[src/rtl/fault_resp_pkg.sv]
`timescale 1ns/1ps
// Shared types for the fault response controller: channel state and fault
// source codes, and the per-channel policy layout inside the config byte.
package fault_resp_pkg;

    typedef enum logic [1:0] {
        ST_RUN    = 2'd0,
        ST_RETRY  = 2'd1,
        ST_THERM  = 2'd2,
        ST_LATCH  = 2'd3
    } ch_state_t;

    typedef enum logic [1:0] {
        SRC_NONE  = 2'd0,
        SRC_THERM = 2'd1,
        SRC_HIGH  = 2'd2,
        SRC_LOW   = 2'd3
    } flt_src_t;

    // Policy bits of one channel, MSB first as they sit in the byte.
    typedef struct packed {
        logic th;
        logic hs;
        logic ls;
    } policy_t;

    localparam int POL_W = 3;
    localparam int SEL_W = 2;

endpackage

[src/rtl/fr_cfg_regs.sv]
`timescale 1ns/1ps
// Configuration byte and channel enable register.
// Assumes one write port; a clear request from a channel FSM overrides a
// write that sets the same enable bit in the same cycle.
module fr_cfg_regs #(
    parameter int NCH   = 2,
    parameter int CFG_W = 8
) (
    input  logic             clk,
    input  logic             rst_n,
    input  logic             wr_en,
    input  logic             wr_sel,
    input  logic [CFG_W-1:0] wr_data,
    input  logic [NCH-1:0]   en_clr,
    output logic [CFG_W-1:0] cfg_q,
    output logic [NCH-1:0]   en_q
);

    // Config byte storage, loaded whole on a config write.
    always_ff @(posedge clk) begin
        if (!rst_n) begin
            cfg_q <= '0;
        end else if (wr_en && !wr_sel) begin
            cfg_q <= wr_data;
        end
    end

    // Enable bits: firmware write, then channel clears take precedence.
    always_ff @(posedge clk) begin
        if (!rst_n) begin
            en_q <= '0;
        end else if (wr_en && wr_sel) begin
            en_q <= wr_data[NCH-1:0] & ~en_clr;
        end else begin
            en_q <= en_q & ~en_clr;
        end
    end

endmodule

[src/rtl/fr_retry_timer.sv]
`timescale 1ns/1ps
// Per-channel retry timer. Counts ticks while active and saturates at the
// limit BASE << sel. Assumes start and tick are synchronous single-cycle
// qualifiers; start always wins and reloads zero.
module fr_retry_timer #(
    parameter int BASE  = 36,
    parameter int SEL_W = 2
) (
    input  logic             clk,
    input  logic             rst_n,
    input  logic             start,
    input  logic             active,
    input  logic             tick,
    input  logic [SEL_W-1:0] sel,
    output logic             expired
);

    localparam int MAXC = BASE << ((1 << SEL_W) - 1);
    localparam int CW   = $clog2(MAXC + 1);

    logic [CW-1:0] cnt;
    logic [CW-1:0] limit;

    // Limit doubles with each step of the select code.
    always_comb begin
        limit = CW'(BASE) << sel;
    end

    // Tick counter, reloaded on start, holding once the limit is reached.
    always_ff @(posedge clk) begin
        if (!rst_n) begin
            cnt <= '0;
        end else if (start) begin
            cnt <= '0;
        end else if (active && tick && (cnt < limit)) begin
            cnt <= cnt + CW'(1);
        end
    end

    // Expiry also covers a select code lowered during a wait.
    always_comb begin
        expired = active && (cnt >= limit);
    end

endmodule

[src/rtl/fr_chan_fsm.sv]
`timescale 1ns/1ps
// Fault response state machine for one channel.
// Faults are acted on only while the channel's enable bit is set and the
// channel is in RUN or RETRY. Thermal outranks high-side, which outranks
// low-side. A latching response requests an enable clear for one cycle.
module fr_chan_fsm
    import fault_resp_pkg::*;
(
    input  logic       clk,
    input  logic       rst_n,
    input  logic       en,
    input  logic       th,
    input  logic       hs,
    input  logic       ls,
    input  policy_t    pol,
    input  logic       tmr_exp,
    output logic       tmr_start,
    output logic       tmr_active,
    output logic       en_clr,
    output logic       run,
    output ch_state_t  st,
    output flt_src_t   src
);

    ch_state_t st_n;
    flt_src_t  src_n;
    flt_src_t  pick;
    logic      pick_latch;
    logic      react;

    // Choose the ranking fault and its policy bit.
    always_comb begin
        if (th) begin
            pick       = SRC_THERM;
            pick_latch = pol.th;
        end else if (hs) begin
            pick       = SRC_HIGH;
            pick_latch = pol.hs;
        end else if (ls) begin
            pick       = SRC_LOW;
            pick_latch = pol.ls;
        end else begin
            pick       = SRC_NONE;
            pick_latch = 1'b0;
        end
    end

    // Next-state and side-effect decode.
    always_comb begin
        react     = en && (pick != SRC_NONE) && ((st == ST_RUN) || (st == ST_RETRY));
        st_n      = st;
        src_n     = src;
        tmr_start = 1'b0;
        en_clr    = 1'b0;
        if (react) begin
            src_n = pick;
            if (pick_latch) begin
                st_n   = ST_LATCH;
                en_clr = 1'b1;
            end else if (pick == SRC_THERM) begin
                st_n = ST_THERM;
            end else begin
                st_n      = ST_RETRY;
                tmr_start = 1'b1;
            end
        end else begin
            case (st)
                ST_RETRY: if (tmr_exp) st_n = ST_RUN;
                ST_THERM: if (!th)     st_n = ST_RUN;
                ST_LATCH: if (en)      st_n = ST_RUN;
                default:               st_n = st;
            endcase
        end
    end

    // State and last-source registers.
    always_ff @(posedge clk) begin
        if (!rst_n) begin
            st  <= ST_RUN;
            src <= SRC_NONE;
        end else begin
            st  <= st_n;
            src <= src_n;
        end
    end

    // Channel command and timer qualifier derived from registered state.
    always_comb begin
        run        = (st == ST_RUN) && en;
        tmr_active = (st == ST_RETRY);
    end

endmodule

[src/rtl/fault_resp_ctrl.sv]
`timescale 1ns/1ps
// Dual-channel fault response controller top. Holds the config byte and
// enable bits, and instantiates one FSM and one retry timer per channel.
// Assumes fault flags and tick are already synchronous to clk.
module fault_resp_ctrl
    import fault_resp_pkg::*;
#(
    parameter int NCH  = 2,
    parameter int BASE = 36
) (
    input  logic                  clk,
    input  logic                  rst_n,
    input  logic                  tick,
    input  logic                  wr_en,
    input  logic                  wr_sel,
    input  logic [POL_W*NCH+SEL_W-1:0] wr_data,
    input  logic [NCH-1:0]        th_flt,
    input  logic [NCH-1:0]        hs_oc,
    input  logic [NCH-1:0]        ls_oc,
    output logic [POL_W*NCH+SEL_W-1:0] cfg_q,
    output logic [NCH-1:0]        en_q,
    output logic [NCH-1:0]        run,
    output logic [2*NCH-1:0]      st_o,
    output logic [2*NCH-1:0]      src_o
);

    localparam int CFG_W = POL_W * NCH + SEL_W;

    logic [NCH-1:0]   en_clr;
    logic [NCH-1:0]   tmr_start;
    logic [NCH-1:0]   tmr_active;
    logic [NCH-1:0]   tmr_exp;
    logic [SEL_W-1:0] dly_sel;

    // Delay code sits above all channel policy fields.
    always_comb begin
        dly_sel = cfg_q[CFG_W-1 -: SEL_W];
    end

    fr_cfg_regs #(.NCH(NCH), .CFG_W(CFG_W)) i_regs (
        .clk     (clk),
        .rst_n   (rst_n),
        .wr_en   (wr_en),
        .wr_sel  (wr_sel),
        .wr_data (wr_data),
        .en_clr  (en_clr),
        .cfg_q   (cfg_q),
        .en_q    (en_q)
    );

    for (genvar c = 0; c < NCH; c++) begin : g_ch
        policy_t   pol;
        ch_state_t st;
        flt_src_t  src;

        // Slice this channel's policy field out of the config byte.
        always_comb begin
            pol = policy_t'(cfg_q[POL_W*c +: POL_W]);
        end

        fr_retry_timer #(.BASE(BASE), .SEL_W(SEL_W)) i_tmr (
            .clk     (clk),
            .rst_n   (rst_n),
            .start   (tmr_start[c]),
            .active  (tmr_active[c]),
            .tick    (tick),
            .sel     (dly_sel),
            .expired (tmr_exp[c])
        );

        fr_chan_fsm i_fsm (
            .clk        (clk),
            .rst_n      (rst_n),
            .en         (en_q[c]),
            .th         (th_flt[c]),
            .hs         (hs_oc[c]),
            .ls         (ls_oc[c]),
            .pol        (pol),
            .tmr_exp    (tmr_exp[c]),
            .tmr_start  (tmr_start[c]),
            .tmr_active (tmr_active[c]),
            .en_clr     (en_clr[c]),
            .run        (run[c]),
            .st         (st),
            .src        (src)
        );

        // Pack status fields, channel 0 in the low bits.
        always_comb begin
            st_o[2*c +: 2]  = st;
            src_o[2*c +: 2] = src;
        end
    end

endmodule

[config.mk]
export PLATFORM = sky130hd
export DESIGN_NAME = fault_resp_ctrl
export DESIGN_NICKNAME = d
export VERILOG_FILES = /design/src/rtl/fault_resp_pkg.sv /design/src/rtl/fr_cfg_regs.sv /design/src/rtl/fr_retry_timer.sv /design/src/rtl/fr_chan_fsm.sv /design/src/rtl/fault_resp_ctrl.sv
export SDC_FILE = /design/constraint.sdc
export NUM_CORES = 1
export LEC_CHECK = 0
export ABC_AREA = 1
export BUFFER_PORTS_ARGS = -buffer_cell sky130_fd_sc_hd__buf_4
export CORE_ASPECT_RATIO = 0.9
export CORE_MARGIN = 2
export CORE_UTILIZATION = 57
export DETAILED_ROUTE_END_ITERATION = 7
export GPL_TIMING_DRIVEN = 1
export HOLD_SLACK_MARGIN = 0.15
export PLACE_DENSITY_LB_ADDON = 0.08
export SLEW_MARGIN = 5
export SYNTH_ARGS = -nofsm -noshare
export SYNTH_HDL_FRONTEND = slang
export SYNTH_SLANG_ARGS = --single-unit
[constraint.sdc]
create_clock -name clk -period 1.9 [get_ports clk]
set_input_delay 0.19 -clock clk [delete_from_list [all_inputs] [get_ports clk]]
set_output_delay 0.19 -clock clk [all_outputs]
set_load 0.005 [all_outputs]
== Word-level counts from Yosys, hierarchy flattened ==
Cells that the tools add are included.
Widths: inputs -> output; s select.
Cells by class
  add/subtract/negate cells: 2
  $lt $le $gt $ge: 4
  eq/ne operators: 14
  shift operators: 1
  multiplexer cells: 37
  bitwise gates (word level): 4
  reductions and logical operators: 27
Operators by type and width (count)
  $mux 2: 19
  $add 9x1->9 const B: 2
  $ge 9x9->1: 2
  $lt 9x9->1: 2
  $mux 1: 16
  $logic_and 1x1->1: 14
  $ne 3x2->1 const B: 4
  $pmux 2 s3: 2
  $shl 6x2->9 const A: 1
  $eq 2x1->1 const B: 4
  $eq 2x2->1 const B: 4
  $reduce_and 4->1: 2
  $reduce_bool 4->1: 2
  $ne 3x1->1 const B: 2
  $and 2x2->2: 2
  $logic_not 2->1: 2
  $reduce_bool 2->1: 2
  $reduce_or 2->1: 2
  $logic_or 1x1->1: 2
  $not 2->2: 1
  $logic_not 1->1: 1
  $not 1->1: 1
Word-level totals
  flip-flop bits (word level): 36
  input port bits: 19
  output and inout port bits: 20
  word-level logic and storage cells: 97

== Logic depth before layout (Yosys ltp) ==
Gate-level depths: netlist (run 1).
  depth after elaboration: 10
  mapped depth: 14
  gate-level depth less buffers: 13

== By module ==
Synthesis (run 1) repeated with hierarchy kept, for this count alone.
Unflattened totals
  cell total of the unflattened synthesis: 404
  area total of the unflattened synthesis: 2661.3 um2
Modules (own cells, without submodules)
  fr_retry_timer: instances 2, cells each 125, area each 850.8 um2, seq. area each 180.2 um2
  fr_chan_fsm: instances 2, cells each 44, area each 259.0 um2, seq. area each 80.1 um2
  fr_cfg_regs: instances 1, cells each 66, area each 441.7 um2, seq. area each 200.2 um2

== Least setup slack after synthesis (run 1) ==
Ideal clock, no wire load.
  kind: reg2reg
  from: register i_regs.cfg_q[6]
  to: register g_ch[1].i_fsm.st[0]
  library setup time: 113 ps
  arrival time: 1689 ps
  required time: 1787 ps
  path slack: 98 ps
  cell stages (with the launch flop): 12
  path buffers: 1
  clock period less this slack: 1802 ps
  cells stage by stage: dfxtp_1 inv_1 ha_1 inv_1 ha_1 nand2_1 inv_1 a21boi_4 buf_6 nand3_2 a21oi_2 nor2_2
On the way
  longest elaborated chain between the ends: 5
RTL lines
  start: declaration: line fr_cfg_regs.sv:15  | output logic [CFG_W-1:0] cfg_q,
  start signal: assignment: line fr_cfg_regs.sv:24  | cfg_q <= wr_data;
  $shl 6x2->9: line fr_retry_timer.sv:26  | limit = CW'(BASE) << sel;
  $ge 9x9->1: line fr_retry_timer.sv:42  | expired = active && (cnt >= limit);
  $logic_and 1x1->1: line fr_retry_timer.sv:42
  $ne 3x1->1 (no source line)
  $reduce_and 4->1 (no source line)
  end signal: assignment: line fr_chan_fsm.sv:82  | st <= st_n;
  end: declaration: line fr_chan_fsm.sv:21  | output ch_state_t st,
No other way between the ends.
A chain may end at the register's enable or synchronous reset.

== Worst setup path in the final report (run 1) ==
  from: register i_regs.cfg_q[6]
  to: register g_ch[1].i_tmr.cnt[2]
On the way
  longest elaborated chain between the ends: 3
RTL lines
  $shl 6x2->9: line fr_retry_timer.sv:26
  $lt 9x9->1: line fr_retry_timer.sv:35  | end else if (active && tick && (cnt < limit)) begin
  $logic_and 1x1->1: line fr_retry_timer.sv:35
  end signal: assignment: line fr_retry_timer.sv:36  | cnt <= cnt + CW'(1);
  end: declaration: line fr_retry_timer.sv:21  | logic [CW-1:0] cnt;
No other way between the ends.

==> summary.md, run 1 <==
| Metric | Value |
|---|---|
| Minimum period implied by the final worst setup slack | 1.90 ns |
| Mean Syn Cell Area | 7.06 µm² |
| Total of flip-flops plus latches after synthesis | 36 |
| Hold Path End | g_ch[0].i_fsm.src[0] |
| Reg clk slew, reported paths | 0.08 ns |
| Boundary Pins | 39 |
| Max transition margin | 59.7% |
| Initial antenna violation count | 0 |
| Placement Rows | 22 |
| Critical path start-end classification | register to register |
| Startpoint of the worst register-to-register path | i_regs.cfg_q[6] |
| Final HPWL from detailed placement | just under 4 mm |
| Final Wtd Congestion | between 0.8 and 0.9 |
| Data arrival at the endpoint of the critical path | 2.12 ns |
| Most common cell after layout, fill and taps aside | nand2_1 |
| Area of the mapped netlist | between 2000 and 2500 µm² |
| Largest cells by area after synthesis | dfxtp_1 30%, ha_1 10%, nand2_1 10%, a21oi_1 7.1%, inv_1 6.5% |
| Final hold violations | 0 |
| Largest voltage drop on the vdd net | 381 µV |
| Wire length of the first global-routing pass | 9.30 mm |
| Relative area change from synthesis to final layout | 35.5% |
| Maximum number of buffers from clock root to sink | 2 |
| Tot Pwr | 1910 µW |
| Syn Nets | 380 |
| Critical Path Sink Type | register |
| Initial standard-cell utilization of the core | 59.1% |
| Worst clock skew on the final layout | slightly above 0.009 ns |
| Gate Count Post-Synth | 341 |
| CP required | ~2.1 ns |
| Gr usage total | 24.4% |
| Total vias in the final route | 2459 |
| Number of pins with negative max-slew slack in the final report | 0 |
| CTS tree | yes |
| Number of cells in the finished layout apart from fillers | 451 |
| Startpoint class of the critical path | register |
| HP Class | input port to register |
| Residual DRC | 0 |
| Number of port buffers | 38 |
| Share of layout cells above drive strength 1 | 30.0% |
| Number of clock buffers inserted by TritonCTS | 5 |
| Count of unique library cells instantiated by Yosys | 34 |
| Number of violations of the max-capacitance limit | 0 |
| Nets | 441 |
| Slew at the pin with the worst max-slew slack | 0.603 ns |
| Die width | 72.5 µm |
| Worst hold margin | 0.163 ns |
| Number of sinks driven by the clock tree | 36 |
| Sequential element share of the synthesized area | between 20% and 30% |
| Number of cells traversed by the worst hold path | 3 |
| Pwr per Cell Area | a little under 600 nW/µm² |
| Setup repair after global routing missed its margin | true |
| Worst Hold Launch | th_flt[0] |
| FF-to-FF End | g_ch[1].i_tmr.cnt[2] |
| Overall routed net length | approximately 6.4 mm |
| Number of setup violations in the final report | 0 |
| YS warnings | 0 |
| Setup TNS | 0 ns |
| Detailed router's first-iteration violation count | ~200 |
| H-tree level count | 2 |
| Register-to-register setup slack | between 0.003 and 0.004 ns |
| Area of the core | around 4000 µm² |
| Utilization of the core after routing | about four fifths |
| Worst-path fanout max | 7 |
| Area of the die | between 4000 and 5000 µm² |
| Detail Route Antenna Nets | 0 |
| Buffer cell driving the clock tree root | clkbuf_8 |
| Post-placement cell count | between 400 and 500 |
| Result of the run | complete, no violations |
| Leading area contributor after synthesis | dfxtp_1 |
| Depth of the worst register-to-register path | 12 |
| Vias per inst | between 5 and 6 |
| Synth top area share | between 20% and 30% |
| Clock network latency to the later pin of the worst-skew pair | 0.29 ns |
| Peak Freq | 527 MHz |
| Largest net degree at the start of global routing | 18 |
| Period utilisation layout | ~100% |
| Via count of the first global-routing pass | about 2200 |
| Height of the die | 65.7 µm |
| Detailed-route wire length per cell | 14.3 µm |
| Final antenna diode count | 0 |
| Gr ovfl total | 0 |
| Number of detailed-routing iterations run before antenna repair | 4 |
| Commonest cells after routing, fill and taps aside | 58 x nand2_1, 49 x buf_4, 39 x nor2_1 |
| Leakage power of the design | 0.00147 µW |
-- worst max-delay path by stage --
stage | from | to | slack (ns) | cells past startpoint
4_1_cts | i_regs.cfg_q[6] | g_ch[1].i_fsm.st[0] | 0.02 | 11
3_5_place_dp | i_regs.cfg_q[6] | g_ch[1].i_fsm.st[0] | -0.06 | 11
3_3_place_gp | i_regs.cfg_q[6] | g_ch[1].i_tmr.cnt[1] | 0.004 | 11
2_1_floorplan | i_regs.cfg_q[6] | g_ch[1].i_fsm.st[0] | 0.1 | 11
6_report | i_regs.cfg_q[6] | g_ch[1].i_tmr.cnt[2] | 0.004 | 12
5_1_grt | i_regs.cfg_q[6] | g_ch[1].i_tmr.cnt[2] | -0.08 | 12
-- registers in the layout, summed over array words and instances, names as in the netlist --
register        flops
i_regs.cfg_q        8
i_regs.en_q         2
g_ch.i_fsm.src      4
g_ch.i_fsm.st       4
g_ch.i_tmr.cnt     18
-- routing by layer --
| metal | vias up | wire [µm] | track usage [%] |
|---|---|---|---|
| met2 | 76 | 3100 | 40.7 |
| met1 | 1123 | 2890 | 31.4 |
| li1 | 1250 | - | - |
| met4 | 0 | 112 | 6.71 |
| met5 | - | 0 | 0 |
| met3 | 10 | 333 | 5.67 |
-- metrics by stage --
| stage | instance area (µm²) | setup slack (ns) |
|---|---|---|
| 3_5_place_dp | 2780 | -0.0604 |
| 3_3_place_gp | 2780 | 0.00401 |
| 6_report | 3260 | 0.00361 |
| 2_1_floorplan | 2410 | 0.0979 |
| 4_1_cts | 2950 | 0.0203 |
| 5_1_grt | 3260 | -0.0844 |
-- power breakdown --
part	leakage [µW]	switching (µW)	internal [µW]	total, µW
logic	0.00112	268	223	491
clock network	0.0000510	297	290	587
registers	0.000294	43.5	791	835
total	0.00147	608	1300	1910
-- synth_stat cells --
library cell / count
nand2_1: 66
inv_1: 42
nor2_1: 40
dfxtp_1: 36
a21oi_1: 34
nand4_1: 21
ha_1: 20
o21ai_0: 19
nand3_1: 11
buf_4: 5
xor2_1: 5
buf_6: 4
nand3_2: 4
inv_2: 3
nand2_2: 3
nor2_2: 3
xnor2_1: 3
a211oi_1: 2
a31oi_1: 2
nand3b_1: 2
nor3_1: 2
o22ai_1: 2
a21boi_4: 1
a21o_1: 1
a21oi_2: 1
clkbuf_1: 1
clkbuf_2: 1
clkinv_1: 1
nand2_4: 1
nand3_4: 1
nor2_4: 1
nor3_4: 1
o21ai_2: 1
o21bai_2: 1
-- area by class of cell --
class / count / area (µm²)
inverters: 46 / 188
clock inverters: 2 / 10.0
clock buffers: 6 / 82.6
fillers: 282 / 810
multi-input cells: 249 / 1630
flip-flops and latches: 36 / 728
well taps: 48 / 60.1
repair buffers: 64 / 569
-- cells by family (layout without fill, tap and decap cells) --
| logic type | count (synthesis) | count (layout) | share of synthesized area [%] |
|---|---|---|---|
| and+or+nand+nor | 156 | 157 | 30.9 |
| AOI/OAI and AO/OA | 64 | 64 | 15.0 |
| buffers and inverters | 57 | 118 | 11.0 |
| xor gates and xnor gates | 8 | 8 | 2.91 |
| adders and majority gates | 20 | 20 | 10.4 |
| DFF | 36 | 36 | 29.9 |
-- worst max-delay path, cell delays in order, from the launching register on --
cell,delay [ns]
dfxtp_4,0.37
inv_4,0.07
ha_1,0.16
inv_2,0.05
ha_1,0.29
nand2_1,0.07
nand3_1,0.07
nand2_1,0.08
nand2_1,0.10
nand2_4,0.16
buf_12,0.13
nand4_1,0.10
a21oi_1,0.18
-- what timing repair did --
action	4_1_cts	5_1_grt
gates cloned	1	2
pin swaps	0	14
setup buffers	0	6
hold endpoints to repair	6	0
resized for setup	4	52
hold buffers	6	0
setup endpoints to repair	20	20
Power figures use the tool's default switching activity.
==> run 2, diff against run 1 <==
Settings changed: CORE_ASPECT_RATIO 0.9 to 0.75.
==> run 2 against run 1 <==
The flow now finishes with violations (negative setup slack). Cell count up 2.2%. Final area increased by 1.0%. Setup slack got worse by 0.036 ns. First-iteration DRC count is 1.5% higher. Fmax decreased by 1.9%. Critical path depth grew 1. Sequential power about the same. Critical endpoint is now g_ch[1].i_tmr.cnt[6]. Largest cell class unchanged. Largest power group unchanged.
==> summary.md, run 2 (synthesis gave the netlist of run 1 again) <==
| Metric | Value |
|---|---|
| Met1 track demand over resource | 35.1% (+3.8 points) |
| Number of pins with negative max-slew slack in the final report | 0 (unchanged) |
| Total vias in the final route | 2567 (+4.4%) |
| Largest net degree at the start of global routing | 18 (unchanged) |
| Maximum number of buffers from clock root to sink | 2 (unchanged) |
| Reg clk slew, reported paths | 0.09 ns (about the same) |
| Gr ovfl total | 0 (unchanged) |
| Flip-flop count of the largest register, all copies and words added | 18 (unchanged) |
| Buffer cell driving the clock tree root | clkbuf_8 |
| Top flop regs | g_ch.i_tmr.cnt (18), i_regs.cfg_q (8) |
| Gr usage total | 26.1% (+1.7 points) |
| Worst-path fanout max | 7 (unchanged) |
| Setup repair after global routing missed its margin | true |
| Residual DRC | 0 (unchanged) |
| CP required | 2.13 ns (about the same) |
| Number of clock buffers inserted by TritonCTS | 5 (unchanged) |
| Period utilisation layout | 102% (+1.9 points) |
| Met3 track demand over resource | 6.19% (+0.52 points) |
| Dpl cell area | 2780 µm² (+0.23%) |
| Placement Rows | 20 (-9.1%) |
| Number of port buffers | 38 (unchanged) |
| Vias per inst | 5.57 (+2.1%) |
| Die width | 79.1 µm (+9.0%) |
| Multi-input logic area | 1670 µm² (+2.8%) |
| Worst clock skew on the final layout | 0.0128 ns (+0.00350 ns) |
| Largest register by flop count | g_ch.i_tmr.cnt |
| Utilization of the core after routing | 81.3% (+1.2 points) |
| Startpoint class of the critical path | register |
| Max transition margin | 59.9% (+0.21 points) |
| Reg area | 726 µm² (-0.34%) |
| Cell area after layout | 3300 µm² (+1.0%) |
| Number of setup violations in the final report | 10 (+10) |
| Data arrival at the endpoint of the critical path | 2.16 ns (+0.04 ns) |
| Detailed router's first-iteration violation count | 205 (+1.5%) |
| Final HPWL from detailed placement | 4.04 mm (+1.5%) |
| Share of layout cells above drive strength 1 | 31.3% (+1.3 points) |
| Area of the die | 4770 µm² (about the same) |
| Number of violations of the max-capacitance limit | 0 (unchanged) |
| Result of the run | complete, but fails checks |
| Initial antenna violation count | 0 (unchanged) |
| HP Class | input port to register |
| Slew at the pin with the worst max-slew slack | 0.599 ns (-0.00307 ns) |
| Tot Pwr | 1970 µW (+3.0%) |
| Number of sinks driven by the clock tree | 36 (unchanged) |
| Detail Route Antenna Nets | 0 (unchanged) |
| Detailed-route wire length per cell | 15.4 µm (+8.3%) |
| Failing checks | negative setup slack |
| Boundary Pins | 39 (unchanged) |
| CTS tree | yes |
| Overall routed net length | 7.12 mm (+11%) |
| Final antenna diode count | 0 (unchanged) |
| Initial standard-cell utilization of the core | 59.4% (+0.29 points) |
| Nets | 444 (+0.68%) |
| Critical Path Sink Type | register |
| Wire length of the first global-routing pass | 9.68 mm (+4.1%) |
| Final hold violations | 0 (unchanged) |
| Met2 usage in global routing | 41.4% (+0.72 points) |
| Most common cell after layout, fill and taps aside | nand2_1 |
| Pwr per Cell Area | 598 nW/µm² (+2.0%) |
| Final Wtd Congestion | 0.911 (+6.7%) |
| Via count of the first global-routing pass | 2135 (-2.6%) |
| Minimum period implied by the final worst setup slack | 1.93 ns (+0.0359 ns) |
| Commonest cells after routing, fill and taps aside | 61 x nand2_1, 53 x buf_4, 37 x nor2_1 |
| Worst path setup slack after routing | -0.0323 ns (-0.0359 ns) |
| Peak Freq | 518 MHz (-1.9%) |
| Most used routing layer in global routing | met2 |
| Critical path start-end classification | register to register |
| Leakage power of the design | 0.00146 µW (-0.72%) |
| Number of detailed-routing iterations run before antenna repair | 5 (+1) |
| H-tree level count | 2 (unchanged) |
| Worst setup slack after placement | -0.113 ns (-0.0528 ns) |
| Relative area change from synthesis to final layout | 36.9% |
| Height of the die | 60.3 µm (-8.2%) |
| Number of inserted filler cells in the final layout | 261 (-7.4%) |
| Clock network latency to the later pin of the worst-skew pair | 0.30 ns (about the same) |
| Largest voltage drop on the vdd net | 460 µV (+21%) |
| Area of the core | 4050 µm² (-0.49%) |
## run 2: cell count changes in the layout (fill, tap and decap cells not counted), sizes merged
| cell | change |
|---|---|
| buf | +3 |
| clkinv | -2 |
| clkinvlp | +1 |
| nand3 | +1 |
## run 2: final timing paths
kind	from	to	slack [ns]	cells past startpoint
setup / recovery	i_regs.cfg_q[6]	g_ch[1].i_tmr.cnt[6]	-0.03	13
setup reg to reg	i_regs.cfg_q[6]	g_ch[1].i_tmr.cnt[6]	-0.03	13
hold reg to reg	g_ch[1].i_tmr.cnt[1]	g_ch[1].i_tmr.cnt[1]	0.51	2
hold / removal	th_flt[0]	g_ch[0].i_fsm.src[0]	0.17	3
## run 2: area by class of cell
class                      count  share of cell area (%)
multi-input combinational    250                    50.7
clock buffer                   7                    2.62
timing repair buffer          66                    16.8
clock inverter                 1                   0.228
tap                           55                    2.09
inverter                      46                    5.54
sequential                    36                    22.0
## run 2: worst max-delay path, stage by stage, from the launching register on
cell     delay [ns]
dfxtp_4        0.40
inv_4          0.05
buf_6          0.12
ha_4           0.17
inv_4          0.07
ha_4           0.20
nand2_2        0.06
nand3_2        0.07
nand2_2        0.10
nand2_4        0.09
nand2_8        0.11
buf_12         0.12
nand4_1        0.11
a21oi_2        0.19
## run 2: through the flow
stage / cells / hold WS [ns] / TNS, ns
3_5_place_dp: 438 / 0.424 / -1.50
3_3_place_gp: 438 / 0.414 / -0.385
4_1_cts: 458 / 0.162 / 0
2_1_floorplan: 341 / 0.325 / 0
6_report: 461 / 0.172 / -0.150
5_1_grt: 461 / 0.170 / -0.943
## run 2: metal layers
metal / part of all wire (%) / up-vias / wire (µm)
li1: - / 1265 / -
met1: 44 / 1153 / 3130
met2: 45 / 126 / 3240
met3: 7.5 / 23 / 536
met4: 3.0 / 0 / 212
met5: 0 / - / 0
## run 2: timing repair
item / CTS / global route
buffers inserted: 5 / 1
pin swaps: 8 / 13
resized for setup: 14 / 47
endpoints found under the setup margin: 20 / 20
hold buffers: 6 / 0
endpoints found under the hold margin: 6 / 0
gates cloned: 1 / 2
## run 2: where the power goes
part	switching [µW]	internal, µW
sequential	45.7	792
combinational	294	235
clock	309	295
total	648	1320
